<file path="config.mk">
export PLATFORM = sky130hd
export DESIGN_NAME = rtc_1w_clock_fn
export DESIGN_NICKNAME = d
export VERILOG_FILES = /design/src/rtl/rtc_1w_pkg.sv /design/src/rtl/rtc_sec_counter.sv /design/src/rtl/rtc_fn_seq.sv /design/src/rtl/rtc_rd_frame.sv /design/src/rtl/rtc_1w_clock_fn.sv
export SDC_FILE = /design/constraint.sdc
export NUM_CORES = 1
export LEC_CHECK = 0
export ABC_AREA = 1
export BUFFER_PORTS_ARGS = -buffer_cell sky130_fd_sc_hd__clkbuf_2
export CORE_MARGIN = 1
export CORE_UTILIZATION = 61
export CTS_CLUSTER_DIAMETER = 80
export DETAILED_ROUTE_END_ITERATION = 7
export PLACE_DENSITY = 0.8
export SYNTH_ARGS = -nofsm -noshare
export SYNTH_HDL_FRONTEND = slang
export SYNTH_SLANG_ARGS = --single-unit
</file>
<file path="constraint.sdc">
create_clock -name clk -period 2.3 [get_ports clk]
set_clock_uncertainty 0.2 [all_clocks]
set_input_delay 0.345 -clock clk [delete_from_list [all_inputs] [get_ports clk]]
set_output_delay 0.345 -clock clk [all_outputs]
set_load 0.02 [all_outputs]
</file>
<file path="src/rtl/rtc_1w_pkg.sv">
package rtc_1w_pkg;

    localparam int BYTE_W = 8;

    // function codes as assembled from the bit stream (first bit = bit 0)
    localparam logic [BYTE_W-1:0] OP_READ  = 8'h66;
    localparam logic [BYTE_W-1:0] OP_WRITE = 8'h99;

    // control byte layout
    localparam int CTL_OSC_LO = 2;
    localparam int CTL_OSC_HI = 3;   // wins on a mismatch
    localparam int CTL_USR_LO = 4;
    localparam int USR_W      = BYTE_W - CTL_USR_LO;

    typedef enum logic [2:0] {
        ST_IDLE,
        ST_CMD,
        ST_READ,
        ST_WRITE,
        ST_HALT
    } fn_state_e;

endpackage

</file>
<file path="src/rtl/rtc_sec_counter.sv">
module rtc_sec_counter #(
    parameter int CNT_W = 32
) (
    input  logic             clk,
    input  logic             rst_n,
    input  logic             tick_i,
    input  logic             run_i,
    input  logic             load_i,
    input  logic [CNT_W-1:0] load_val_i,
    output logic [CNT_W-1:0] cnt_o
);

    logic [CNT_W-1:0] cnt_d, cnt_q;

    always_comb begin
        cnt_d = cnt_q;
        if (load_i) begin
            cnt_d = load_val_i;
        end else if (tick_i && run_i) begin
            cnt_d = cnt_q + CNT_W'(1);
        end
    end

    always_ff @(posedge clk or negedge rst_n) begin
        if (!rst_n) begin
            cnt_q <= '0;
        end else begin
            cnt_q <= cnt_d;
        end
    end

    assign cnt_o = cnt_q;

endmodule

</file>
<file path="src/rtl/rtc_fn_seq.sv">
module rtc_fn_seq
    import rtc_1w_pkg::*;
#(
    parameter int CNT_BYTES = 4,
    localparam int CNT_W    = CNT_BYTES * BYTE_W,
    localparam int FRAME_W  = BYTE_W + CNT_W,
    localparam int PTR_W    = $clog2(FRAME_W),
    localparam int BITC_W   = $clog2(BYTE_W),
    localparam int IDX_W    = $clog2(CNT_BYTES + 1)
) (
    input  logic             clk,
    input  logic             rst_n,
    input  logic             bus_rst_i,
    input  logic             sel_i,
    input  logic             wr_vld_i,
    input  logic             wr_bit_i,
    input  logic             rd_slot_i,
    input  logic [CNT_W-1:0] cnt_i,
    output logic [CNT_W-1:0] buf_o,
    output logic             osc_o,
    output logic [USR_W-1:0] usr_o,
    output logic             commit_o,
    output logic             rd_active_o,
    output logic [PTR_W-1:0] rd_ptr_o
);

    typedef struct packed {
        fn_state_e         state;
        logic [BYTE_W-1:0] shreg;
        logic [BITC_W-1:0] bitc;
        logic [IDX_W-1:0]  bidx;
        logic [CNT_W-1:0]  hold;
        logic              osc;
        logic [USR_W-1:0]  usr;
        logic              pending;
        logic [PTR_W-1:0]  ptr;
    } seq_t;

    seq_t seq_d, seq_q;

    logic [BYTE_W-1:0] shifted;
    logic              byte_done;

    always_comb begin
        seq_d     = seq_q;
        shifted   = {wr_bit_i, seq_q.shreg[BYTE_W-1:1]};
        byte_done = wr_vld_i && (seq_q.bitc == BITC_W'(BYTE_W - 1));
        commit_o  = bus_rst_i && seq_q.pending;

        if (bus_rst_i) begin
            seq_d.state   = ST_IDLE;
            seq_d.bitc    = '0;
            seq_d.bidx    = '0;
            seq_d.pending = 1'b0;
            seq_d.ptr     = '0;
        end else begin
            unique case (seq_q.state)
                ST_IDLE: begin
                    if (sel_i) begin
                        seq_d.state = ST_CMD;
                        seq_d.bitc  = '0;
                    end
                end
                ST_CMD: begin
                    if (wr_vld_i) begin
                        seq_d.shreg = shifted;
                        seq_d.bitc  = seq_q.bitc + BITC_W'(1);
                        if (byte_done) begin
                            seq_d.bitc = '0;
                            if (shifted == OP_READ) begin
                                seq_d.hold  = cnt_i;
                                seq_d.ptr   = '0;
                                seq_d.state = ST_READ;
                            end else if (shifted == OP_WRITE) begin
                                seq_d.bidx  = '0;
                                seq_d.state = ST_WRITE;
                            end else begin
                                seq_d.state = ST_HALT;
                            end
                        end
                    end
                end
                ST_READ: begin
                    if (rd_slot_i) begin
                        if (seq_q.ptr == PTR_W'(FRAME_W - 1)) begin
                            seq_d.ptr = '0;
                        end else begin
                            seq_d.ptr = seq_q.ptr + PTR_W'(1);
                        end
                    end
                end
                ST_WRITE: begin
                    if (wr_vld_i) begin
                        seq_d.shreg = shifted;
                        seq_d.bitc  = seq_q.bitc + BITC_W'(1);
                        if (byte_done) begin
                            seq_d.bitc = '0;
                            seq_d.bidx = seq_q.bidx + IDX_W'(1);
                            if (seq_q.bidx == '0) begin
                                seq_d.osc = shifted[CTL_OSC_HI];
                                seq_d.usr = shifted[BYTE_W-1:CTL_USR_LO];
                            end
                            for (int lane = 0; lane < CNT_BYTES; lane++) begin
                                if (seq_q.bidx == IDX_W'(lane + 1)) begin
                                    seq_d.hold[lane*BYTE_W +: BYTE_W] = shifted;
                                end
                            end
                            if (seq_q.bidx == IDX_W'(CNT_BYTES)) begin
                                seq_d.pending = 1'b1;
                                seq_d.state   = ST_HALT;
                            end
                        end
                    end
                end
                default: begin
                    seq_d = seq_q;
                end
            endcase
        end
    end

    always_ff @(posedge clk or negedge rst_n) begin
        if (!rst_n) begin
            seq_q.state   <= ST_IDLE;
            seq_q.shreg   <= '0;
            seq_q.bitc    <= '0;
            seq_q.bidx    <= '0;
            seq_q.hold    <= '0;
            seq_q.osc     <= 1'b0;
            seq_q.usr     <= '0;
            seq_q.pending <= 1'b0;
            seq_q.ptr     <= '0;
        end else begin
            seq_q <= seq_d;
        end
    end

    assign buf_o       = seq_q.hold;
    assign osc_o       = seq_q.osc;
    assign usr_o       = seq_q.usr;
    assign rd_active_o = (seq_q.state == ST_READ);
    assign rd_ptr_o    = seq_q.ptr;

endmodule

</file>
<file path="src/rtl/rtc_rd_frame.sv">
module rtc_rd_frame
    import rtc_1w_pkg::*;
#(
    parameter int CNT_BYTES = 4,
    localparam int CNT_W    = CNT_BYTES * BYTE_W,
    localparam int FRAME_W  = BYTE_W + CNT_W,
    localparam int PTR_W    = $clog2(FRAME_W)
) (
    input  logic             active_i,
    input  logic [PTR_W-1:0] ptr_i,
    input  logic             osc_i,
    input  logic [USR_W-1:0] usr_i,
    input  logic [CNT_W-1:0] hold_i,
    output logic             bit_o
);

    logic [BYTE_W-1:0]  ctl_byte;
    logic [FRAME_W-1:0] frame;

    always_comb begin
        ctl_byte                           = '0;
        ctl_byte[CTL_OSC_LO]               = osc_i;
        ctl_byte[CTL_OSC_HI]               = osc_i;
        ctl_byte[BYTE_W-1:CTL_USR_LO]      = usr_i;
        frame                              = {hold_i, ctl_byte};
        bit_o                              = active_i ? frame[ptr_i] : 1'b1;
    end

endmodule

</file>
<file path="src/rtl/rtc_1w_clock_fn.sv">
module rtc_1w_clock_fn
    import rtc_1w_pkg::*;
#(
    parameter int CNT_BYTES = 4,
    localparam int CNT_W    = CNT_BYTES * BYTE_W,
    localparam int FRAME_W  = BYTE_W + CNT_W,
    localparam int PTR_W    = $clog2(FRAME_W)
) (
    input  logic             clk,
    input  logic             rst_n,
    input  logic             bus_rst_i,
    input  logic             sel_i,
    input  logic             wr_vld_i,
    input  logic             wr_bit_i,
    input  logic             rd_slot_i,
    input  logic             tick_i,
    output logic             tx_bit_o,
    output logic [CNT_W-1:0] time_o
);

    logic [CNT_W-1:0] hold;
    logic             osc_en;
    logic [USR_W-1:0] usr;
    logic             commit;
    logic             rd_active;
    logic [PTR_W-1:0] rd_ptr;

    rtc_sec_counter #(.CNT_W(CNT_W)) u_cnt (
        .clk        (clk),
        .rst_n      (rst_n),
        .tick_i     (tick_i),
        .run_i      (osc_en),
        .load_i     (commit),
        .load_val_i (hold),
        .cnt_o      (time_o)
    );

    rtc_fn_seq #(.CNT_BYTES(CNT_BYTES)) u_seq (
        .clk         (clk),
        .rst_n       (rst_n),
        .bus_rst_i   (bus_rst_i),
        .sel_i       (sel_i),
        .wr_vld_i    (wr_vld_i),
        .wr_bit_i    (wr_bit_i),
        .rd_slot_i   (rd_slot_i),
        .cnt_i       (time_o),
        .buf_o       (hold),
        .osc_o       (osc_en),
        .usr_o       (usr),
        .commit_o    (commit),
        .rd_active_o (rd_active),
        .rd_ptr_o    (rd_ptr)
    );

    rtc_rd_frame #(.CNT_BYTES(CNT_BYTES)) u_frame (
        .active_i (rd_active),
        .ptr_i    (rd_ptr),
        .osc_i    (osc_en),
        .usr_i    (usr),
        .hold_i   (hold),
        .bit_o    (tx_bit_o)
    );

endmodule

</file>
==> reports/results.ini, run 1 <==
[status]
status=finished with violations
violations=negative setup slack

[grt]
grt_first_pass_wirelength_um=29560
grt.overflow.total=0
grt_use_total=0.3888
antenna_found_initial=0
grt_pass1_vias=5730
grt_max_degree=54

[worst_setup_path]
reg2reg_from=u_seq.seq_q[47]
worst-path-max-fanout=8
crit_type=flop to output pin
reg2reg_to=u_seq.buf_o[9]
cp-end-kind=output pin
rr_worst_depth=11
critPathRequiredTime_ns=1.75
cp-startpoint=u_seq.rd_ptr_o[0]
crit_end=tx_bit_o
ff2ff_setup_slack_ns=0.06
crit_arrival_ns=1.87
start_kind=flop

[hold_path]
min_path_type=input port to flop

[finish]
antenna_cells_inserted=0
layout_commonest_cell=nand2_1
final_cell_mix=nand2_1 (270), dfrtp_1 (91), inv_1 (86), nand3_1 (62), nor2_1 (56)
drive_gt1_frac=0.2096
syn_to_final_growth_pct=17.58
finalNonFillerCells=1026
fin_nets=909

[synthesis]
synth_edf_count=0
syn-mean-instance-area_sq_um=7.136
async_flop_share=1.000
ys_seq_area_frac=0.3925
synthFlopType=dfrtp_1
syn_area_sq_mm=0.005866
yosys.cell_types.count=38
ys_seq_elements=92
synthCells=822
ys_warn_count=0
synthesis.nets=839

[placed_design]
hpwl_um=13390
numPortBuffers=40
place_inst=995
gp_congestion=0.9932

[sta]
rsz0062_at_grt=yes
fmax_ghz=0.4135
post-route-min-period_ns=2.418
setup_ws_ns=-0.1184
max_slew_margin=0.4649
hold_viol_final=0
finalSetupViolCount=1
period_share=1.051
fin_hold_ws_ns=0.03550
worstMarginPinSlew_ns=0.7966
slew_violations=0

[floorplanning]
die_y_um=100.1
initial_core_util=0.6318
die_x_um=100.1
die_area_sq_mm=0.01001
io_pins=41
core_area_sq_mm=0.009284
rows=35

[cts]
cts_tree=built
clk_path_buf_depth=2
cts.sinks=92
cts_buffers=9
cts-root-buf=clkbuf_8
htreeDepth=3
clk_latency_ns=0.37
clk_pin_slew_ns=0.09

[route]
drt_iter0_markers=690
ant_nets=0
routed_via_density=6.035
wl_per_cell_um=18.36
vias=6192
drt-total-wl_um=18840
firstDrtPassIters=7
drcViolationCount=0

[pwr]
pwr_density_cell_mw_per_mm2=557.9
max-vdd-ir-drop_uv=466.9
leakagePower_nw=3.121

[run]
max_cap_violations=0

## per-stage QoR
stage                     power (mW)  setup TNS [ns]  worst slack [ns]  cell area, sq um  utilization
after detailed placement       2.371               0           0.02538              6327       0.6815
after floorplan                2.211               0            0.2964              5866            -
after global placement         2.339               0           0.09988              6327       0.6815
final                          3.848         -0.1184           -0.1184              6897       0.7429
after global routing           3.968         -0.2904           -0.2010              6897       0.7429
after CTS                      3.764        -0.08321          -0.08321              6724       0.7243
## Yosys cell counts, types with 9 or more instances
library cell  count  area share
ha_1              9       0.019
o21ai_2          33       0.049
nor3_1           27       0.023
a21oi_1          37       0.032
o21ai_0          32       0.027
nand3_1          73       0.062
nand2_1         273        0.17
dfrtp_1          92        0.39
nand2_2          10       0.011
buf_2            11      0.0094
xor2_1           10       0.015
inv_1            88       0.056
nor2_1           60       0.038
## per-layer routing
layer  routed length [um]  part of all wire  up-vias  track usage
met5                    0                 0        -            0
met4                  717             0.038        0       0.1884
met3                 1664             0.088       66      0.06198
met2                 8922              0.47      382       0.6170
met1                 7537              0.40     2939       0.5238
li1                     -                 -     2805            -
## report_power, final
part	total, mW	internal, mW	switching (mW)
combinational	0.673	0.194	0.480
clock	1.41	0.786	0.619
sequential	1.77	1.69	0.0774
total	3.85	2.67	1.18
## logic make-up after synthesis
family,synth area share
simple gates,0.3490
compound gates,0.1365
buf+inv,0.08298
flops,0.3925
xor+xnor,0.01792
fa+ha+maj,0.01920
mux,0.001920
## final cells by class
class | instances | area (sq um)
Clock buffer | 11 | 151.4
Clock inverter | 5 | 107.6
Fill cell | 725 | 2387
Inverter | 93 | 357.8
Multi-Input combinational cell | 614 | 3211
Sequential cell | 92 | 2303
Tap cell | 129 | 161.4
Timing Repair Buffer | 81 | 599.3
Timing Repair inverter | 1 | 5.005
## worst min-delay path by stage
stage | from | to | slack [ns] | cells past startpoint
after detailed placement | rst_n | u_cnt.cnt_o[23] | 0.11 | 1
final | wr_bit_i | u_seq.seq_q[57] | 0.04 | 3
after global routing | wr_bit_i | u_seq.seq_q[57] | 0.06 | 3
after CTS | wr_bit_i | u_seq.seq_q[57] | 0.04 | 3
after floorplan | rst_n | u_cnt.cnt_o[0] | -0.15 | 0
after global placement | rst_n | u_cnt.cnt_o[23] | 0.11 | 1
## repair_timing
item	in CTS	in global routing
endpoints found under the setup margin	7	47
hold buffers	1	0
gates cloned	2	0
pin swaps	12	9
endpoints found under the hold margin	28	0
gates resized for setup	20	21
setup buffers	4	8
## flip-flops by register name, summed over array words and instances (netlist names)
name and count:
u_seq.osc_o 1, u_seq.seq_q 17, u_seq.buf_o 32, u_cnt.cnt_o 32
u_seq.rd_ptr_o 6, u_seq.usr_o 4
## critical path, cell delays in order, from the launching register on
cell and delay, ns:
dfrtp_2 0.45, buf_6 0.16, or2_4 0.25, nand3_2 0.08, nand3_2 0.09, nand3_2 0.10, nand3_2 0.08, nand3_2 0.09
nand2_1 0.06, clkbuf_8 0.15
Power figures use the tool's default switching activity.
==> inputs of run 2 (changes only) <==
--- a/config.mk
+++ b/config.mk
@@ -5,10 +5,9 @@
 export SDC_FILE = /design/constraint.sdc
 export NUM_CORES = 1
 export LEC_CHECK = 0
-export ABC_AREA = 1
 export BUFFER_PORTS_ARGS = -buffer_cell sky130_fd_sc_hd__clkbuf_2
 export CORE_MARGIN = 1
-export CORE_UTILIZATION = 61
+export CORE_UTILIZATION = 60
 export CTS_CLUSTER_DIAMETER = 80
 export DETAILED_ROUTE_END_ITERATION = 7
 export PLACE_DENSITY = 0.8
==> reports/results.ini, run 2 <==
[worst_setup_path]
reg2reg_to=u_seq.buf_o[30]
ff2ff_setup_slack_ns=0.05
start_kind=flop
cp-end-kind=output pin
critPathRequiredTime_ns=1.75
crit_type=flop to output pin
worst-path-max-fanout=4
rr_worst_depth=7
reg2reg_from=u_seq.seq_q[47]
crit_arrival_ns=2.18

[cts]
clk_path_buf_depth=2
cts.sinks=92
clk_pin_slew_ns=0.09
clk_latency_ns=0.37
cts_tree=built
htreeDepth=3
cts-root-buf=clkbuf_8
cts_buffers=9

[status]
status=finished with violations
violations=negative setup slack

[synthesis]
synth_edf_count=0
yosys.area.top_type=dfrtp_1
syn_area_sq_mm=0.005165
ys_warn_count=0
synthesis.nets=541
yosys-top-cells-area=dfrtp_1 (45%), mux2_2 (9.2%), nand2_1 (7.0%)
netlist_top_cells_count=nand2_1 (96), dfrtp_1 (92), mux2_2 (42)
ys_seq_elements=92
synth_top_cell_area_share=0.4457
syn-mean-instance-area_sq_um=9.857
synthFlopType=dfrtp_1
synthCells=524
yosysMostFrequentCell=nand2_1
ys_seq_area_frac=0.4457
async_flop_share=1.000
yosys.cell_types.count=52

[placed_design]
hpwl_um=9499
gp_congestion=0.9169
numPortBuffers=40
post_dp_cell_area_sq_mm=0.005743

[sta]
period_share=1.183
slew_violations=0
fmax_ghz=0.3674
max_slew_margin=0.6547
finalSetupViolCount=1
hold_viol_final=0
worstMarginPinSlew_ns=0.5167
tns_ns=-0.4220
setup_ws_ns=-0.4220
post-route-min-period_ns=2.722
rsz0062_at_grt=yes
fin_hold_ws_ns=0.07501

[finish]
layout_commonest_cell=nand2_1
fin_nets=617
drive_gt1_frac=0.3008
fin_area_sq_mm=0.006067
syn_to_final_growth_pct=17.47
antenna_cells_inserted=0
final_cell_mix=nand2_1 (94), dfrtp_1 (89), buf_4 (43), mux2_2 (42), clkbuf_2 (38)

[hold_path]
hold-path-endpoint=u_seq.usr_o[3]
whs_path_depth=2
min_from=wr_bit_i
min_path_type=input port to flop

[route]
drt_iter0_markers=486
firstDrtPassIters=6
drt-total-wl_um=13470
wl_per_cell_um=18.98
routed_via_density=6.275
drcViolationCount=0
vias=4455
ant_nets=0

[floorplanning]
die_y_um=94.78
die_area_sq_mm=0.008983
initial_core_util=0.6255
rows=33
io_pins=41
core_area_sq_mm=0.008258
die_x_um=94.78

[pwr]
netSwitchingFraction=0.2848
max-vdd-ir-drop_uv=336.6
leakagePower_nw=2.743
intPower_mw=2.375
p_seq_frac=0.533
pwr-share-clk=0.316
comb_power_share=0.151
p_switching_uw=945.9
pwr_density_cell_mw_per_mm2=547.4

[grt]
antenna_found_initial=0
grt_max_degree=49
grt_first_pass_wirelength_um=21410
grt_pass1_vias=4202
grt.overflow.total=0
grt_use_total=0.3192

[run]
max_cap_violations=0

run 2: cell count changes in the layout (fill, tap and decap cells not counted), sizes merged, moves of 7 or more:
cell / delta
xor2: +9
nand4: +7
nand3: -55
o21ai: -30
inv: -77
nor3: -20
a211oi: +9
a21o: +11
a31oi: +8
mux2: +41
nor2: -49
nand2: -187
mux2i: +10
run 2: metal layers:
metal  global-route usage  part of all wire  vias up
met4               0.1301             0.035        0
met5                    0                 0        -
met3              0.06280             0.076       54
met1               0.4366              0.42     2139
met2               0.4988              0.47      221
li1                     -                 -     2041
run 2: power groups by stage:
stage	sequential (mW)	clock (mW)	combinational, mW
5_1_grt	1.78	1.12	0.540
6_report	1.77	1.05	0.503
3_5_place_dp	1.80	0	0.463
2_1_floorplan	1.79	0	0.273
3_3_place_gp	1.79	0	0.442
4_1_cts	1.77	1.04	0.467
run 2: layout make-up:
type / instances / area (sq um)
multi-input cells: 398 / 2815
repair buffers: 86 / 579.3
inverters: 13 / 48.80
well taps: 105 / 131.4
clock inverters: 5 / 35.03
fillers: 602 / 2191
clock buffers: 11 / 151.4
flip-flops and latches: 92 / 2306
run 2: worst max-delay path, stage by stage (launching register included):
cell and delay, ns:
dfrtp_2 0.42, mux4_2 0.51, and2_4 0.18, a211oi_4 0.17, nor4b_2 0.08, a211o_1 0.27
clkbuf_8 0.16
run 2: kinds of logic (layout without fill, tap and decap cells):
logic type      Yosys count  after routing  share of synthesized area
simple gates            191            191                     0.1923
fa+ha+maj                 9              9                    0.02180
mux                      58             58                     0.1371
buf+inv                  35            115                    0.02567
flops                    92             92                     0.4457
xor+xnor                 23             23                    0.03900
compound gates          116            117                     0.1383
run 2: worst max-delay path by stage:
stage / startpoint / to / slack, ns
final: u_seq.rd_ptr_o[0] / tx_bit_o / -0.42
after global routing: u_seq.rd_ptr_o[0] / tx_bit_o / -0.47
after CTS: u_seq.rd_ptr_o[0] / tx_bit_o / -0.45
after detailed placement: u_seq.rd_ptr_o[0] / tx_bit_o / -0.03
after global placement: u_seq.rd_ptr_o[0] / tx_bit_o / -0.03
after floorplan: u_seq.rd_ptr_o[0] / tx_bit_o / 0.03
run 2: metrics by stage:
stage          worst slack, ns    util  cells  total power, mW
5_1_grt                -0.4709  0.7347    710            3.444
4_1_cts                -0.4450  0.7232    706            3.278
6_report               -0.4220  0.7347    710            3.321
2_1_floorplan          0.03055       -    524            2.058
3_3_place_gp          -0.03091  0.6955    689            2.231
3_5_place_dp          -0.03026  0.6955    689            2.262
run 2: repair_timing:
item,in CTS,in global routing
setup endpoints to repair,5,39
pin swaps,3,9
gates cloned,0,1
hold endpoints to repair,34,0
hold buffers,1,0
gates resized for setup,9,18
setup buffers,0,3
==> inputs of run 3 (changes only) <==
--- a/config.mk
+++ b/config.mk
@@ -6,11 +6,12 @@
 export NUM_CORES = 1
 export LEC_CHECK = 0
 export BUFFER_PORTS_ARGS = -buffer_cell sky130_fd_sc_hd__clkbuf_2
-export CORE_MARGIN = 1
-export CORE_UTILIZATION = 60
+export CELL_PAD_IN_SITES_DETAIL_PLACEMENT = 1
+export CELL_PAD_IN_SITES_GLOBAL_PLACEMENT = 2
+export CORE_UTILIZATION = 39
 export CTS_CLUSTER_DIAMETER = 80
 export DETAILED_ROUTE_END_ITERATION = 7
-export PLACE_DENSITY = 0.8
+export PLACE_DENSITY_LB_ADDON = 0.1
 export SYNTH_ARGS = -nofsm -noshare
 export SYNTH_HDL_FRONTEND = slang
 export SYNTH_SLANG_ARGS = --single-unit
==> reports/results.ini, run 3 (synthesis gave the netlist of run 2 again) <==
[route]
vias=4304
ant_nets=0
drt-total-wl_um=15380
drt_iter0_markers=182
routed_via_density=5.469
drcViolationCount=0
wl_per_cell_um=19.54
firstDrtPassIters=4

[worst_setup_path]
crit_type=flop to output pin
cp-end-kind=output pin
path_cells=buf_4 -> mux4_2 -> a211oi_2 -> nor4b_1 -> a211o_1 -> buf_2
crit_arrival_ns=2.18
cpLargestDelayFamily=multiplexers
start_kind=flop
max_stage_delay_ns=0.51
worst-path-max-fanout=4
critPathRequiredTime_ns=1.75
slowest_stage=mux4_2
cp_num_buf_inv=2

[finish]
drive_gt1_frac=0.2959
syn_to_final_growth_pct=21.92
multi_input_area_sq_mm=0.002781
fin_nets=627
fin_area_sq_mm=0.006297
final_cell_mix=nand2_1 (96), dfrtp_1 (91), buf_4 (53), mux2_2 (42), clkbuf_2 (38)
seq_area_sq_mm=0.002303
antenna_cells_inserted=0
num-fill-cells=1461
layout_commonest_cell=nand2_1

[sta]
fmax_ghz=0.3671
finalSetupViolCount=1
worstMarginPinSlew_ns=0.6145
rsz0062_at_grt=yes
post-route-min-period_ns=2.724
setup_ws_ns=-0.4243
hold_viol_final=0
period_share=1.184
slew_violations=0
max_slew_margin=0.5894

[grt]
grt_max_degree=49
antenna_found_initial=0
grt_use_total=0.2444
grt_first_pass_wirelength_um=24770
grt_pass1_vias=4426
grt.overflow.total=0

[floorplanning]
rows=41
die_y_um=117.1
die_area_sq_mm=0.01371
core_area_sq_mm=0.01277
die_x_um=117.1
initial_core_util=0.4043
io_pins=41

[run]
max_cap_violations=0

[cts]
htreeDepth=3
cts.sinks=92
clk_path_buf_depth=2
cts_buffers=9
clk_pin_slew_ns=0.06
clk_latency_ns=0.34
cts_tree=built
cts-root-buf=clkbuf_16

[pwr]
p_switching_uw=948.8
power_mw=3.702
max-vdd-ir-drop_uv=321.9
netSwitchingFraction=0.2563
pwr-share-clk=0.392
p_seq_frac=0.477
comb_power_share=0.132
intPower_mw=2.753
pwr_density_cell_mw_per_mm2=587.8
leakagePower_nw=2.839

[placed_design]
hpwl_um=11520
post_dp_cell_area_sq_mm=0.005929
gp_congestion=0.8077
numPortBuffers=40

[status]
status=finished with violations
violations=negative setup slack

[hold_path]
min_path_type=input port to flop

-- run 3: power by group through the flow --
stage	clock network (mW)	registers [mW]	logic [mW]
3_5_place_dp	0	1.80	0.487
4_1_cts	1.49	1.76	0.490
3_3_place_gp	0	1.79	0.471
6_report	1.45	1.77	0.487
5_1_grt	1.56	1.78	0.529
2_1_floorplan	0	1.79	0.273
-- run 3: per-stage QoR --
stage | hold WS [ns] | util | std cells | setup TNS, ns | setup slack, ns
final | 0.1754 | 0.4930 | 787 | -0.4243 | -0.4243
after global routing | 0.1986 | 0.4930 | 787 | -0.4935 | -0.4915
after CTS | 0.1669 | 0.4885 | 786 | -0.4308 | -0.4308
after detailed placement | 0.1497 | 0.4642 | 768 | -0.1377 | -0.1377
after global placement | 0.1442 | 0.4642 | 768 | -0.09940 | -0.09940
after floorplan | -0.1506 | - | 524 | 0 | 0.03055
-- run 3: path summary, 6_finish.rpt --
| path | startpoint | endpoint | slack, ns | cells after the start |
|---|---|---|---|---|
| max in group asynchronous | rst_n | u_seq.buf_o[24] | 0.99 | 3 |
| worst min-delay path | wr_bit_i | u_seq.usr_o[3] | 0.18 | 3 |
| min in group asynchronous | rst_n | u_cnt.cnt_o[4] | 0.32 | 2 |
| worst max-delay path | u_seq.rd_ptr_o[0] | tx_bit_o | -0.42 | 6 |
| worst max register to register | u_cnt.cnt_o[7] | u_cnt.cnt_o[27] | 0.11 | 5 |
| worst min register to register | u_seq.usr_o[3] | u_seq.usr_o[3] | 0.31 | 1 |
-- run 3: tightest hold or removal path, delay by kind of cell --
kind / cells / cell delay, ns
buf+inv: 2 / 0.20
mux: 1 / 0.14
-- run 3: cell type report --
| type | instances | share of cell area |
|---|---|---|
| clock inverters | 1 | 0.0007948 |
| inverters | 13 | 0.007749 |
| clock buffers | 15 | 0.04411 |
| repair buffers | 97 | 0.1057 |
| multi-input cells | 397 | 0.4417 |
| well taps | 172 | 0.03417 |
| flip-flops and latches | 92 | 0.3658 |
-- run 3: timing repair --
| action | 4_1_cts | 5_1_grt |
|---|---|---|
| resized for setup | 3 | 12 |
| setup buffers | 1 | 1 |
| hold buffers | 1 | 0 |
| cloned | 0 | 0 |
| pin swaps | 0 | 2 |
| endpoints found under the setup margin | 1 | 12 |
| hold endpoints to repair | 33 | 0 |
-- run 3: per-layer routing --
layer,track usage,part of all wire,vias up
li1,-,-,2065
met1,0.3302,0.48,2182
met2,0.4103,0.49,41
met3,0.02678,0.013,16
met4,0.08101,0.016,0
met5,0,0,-
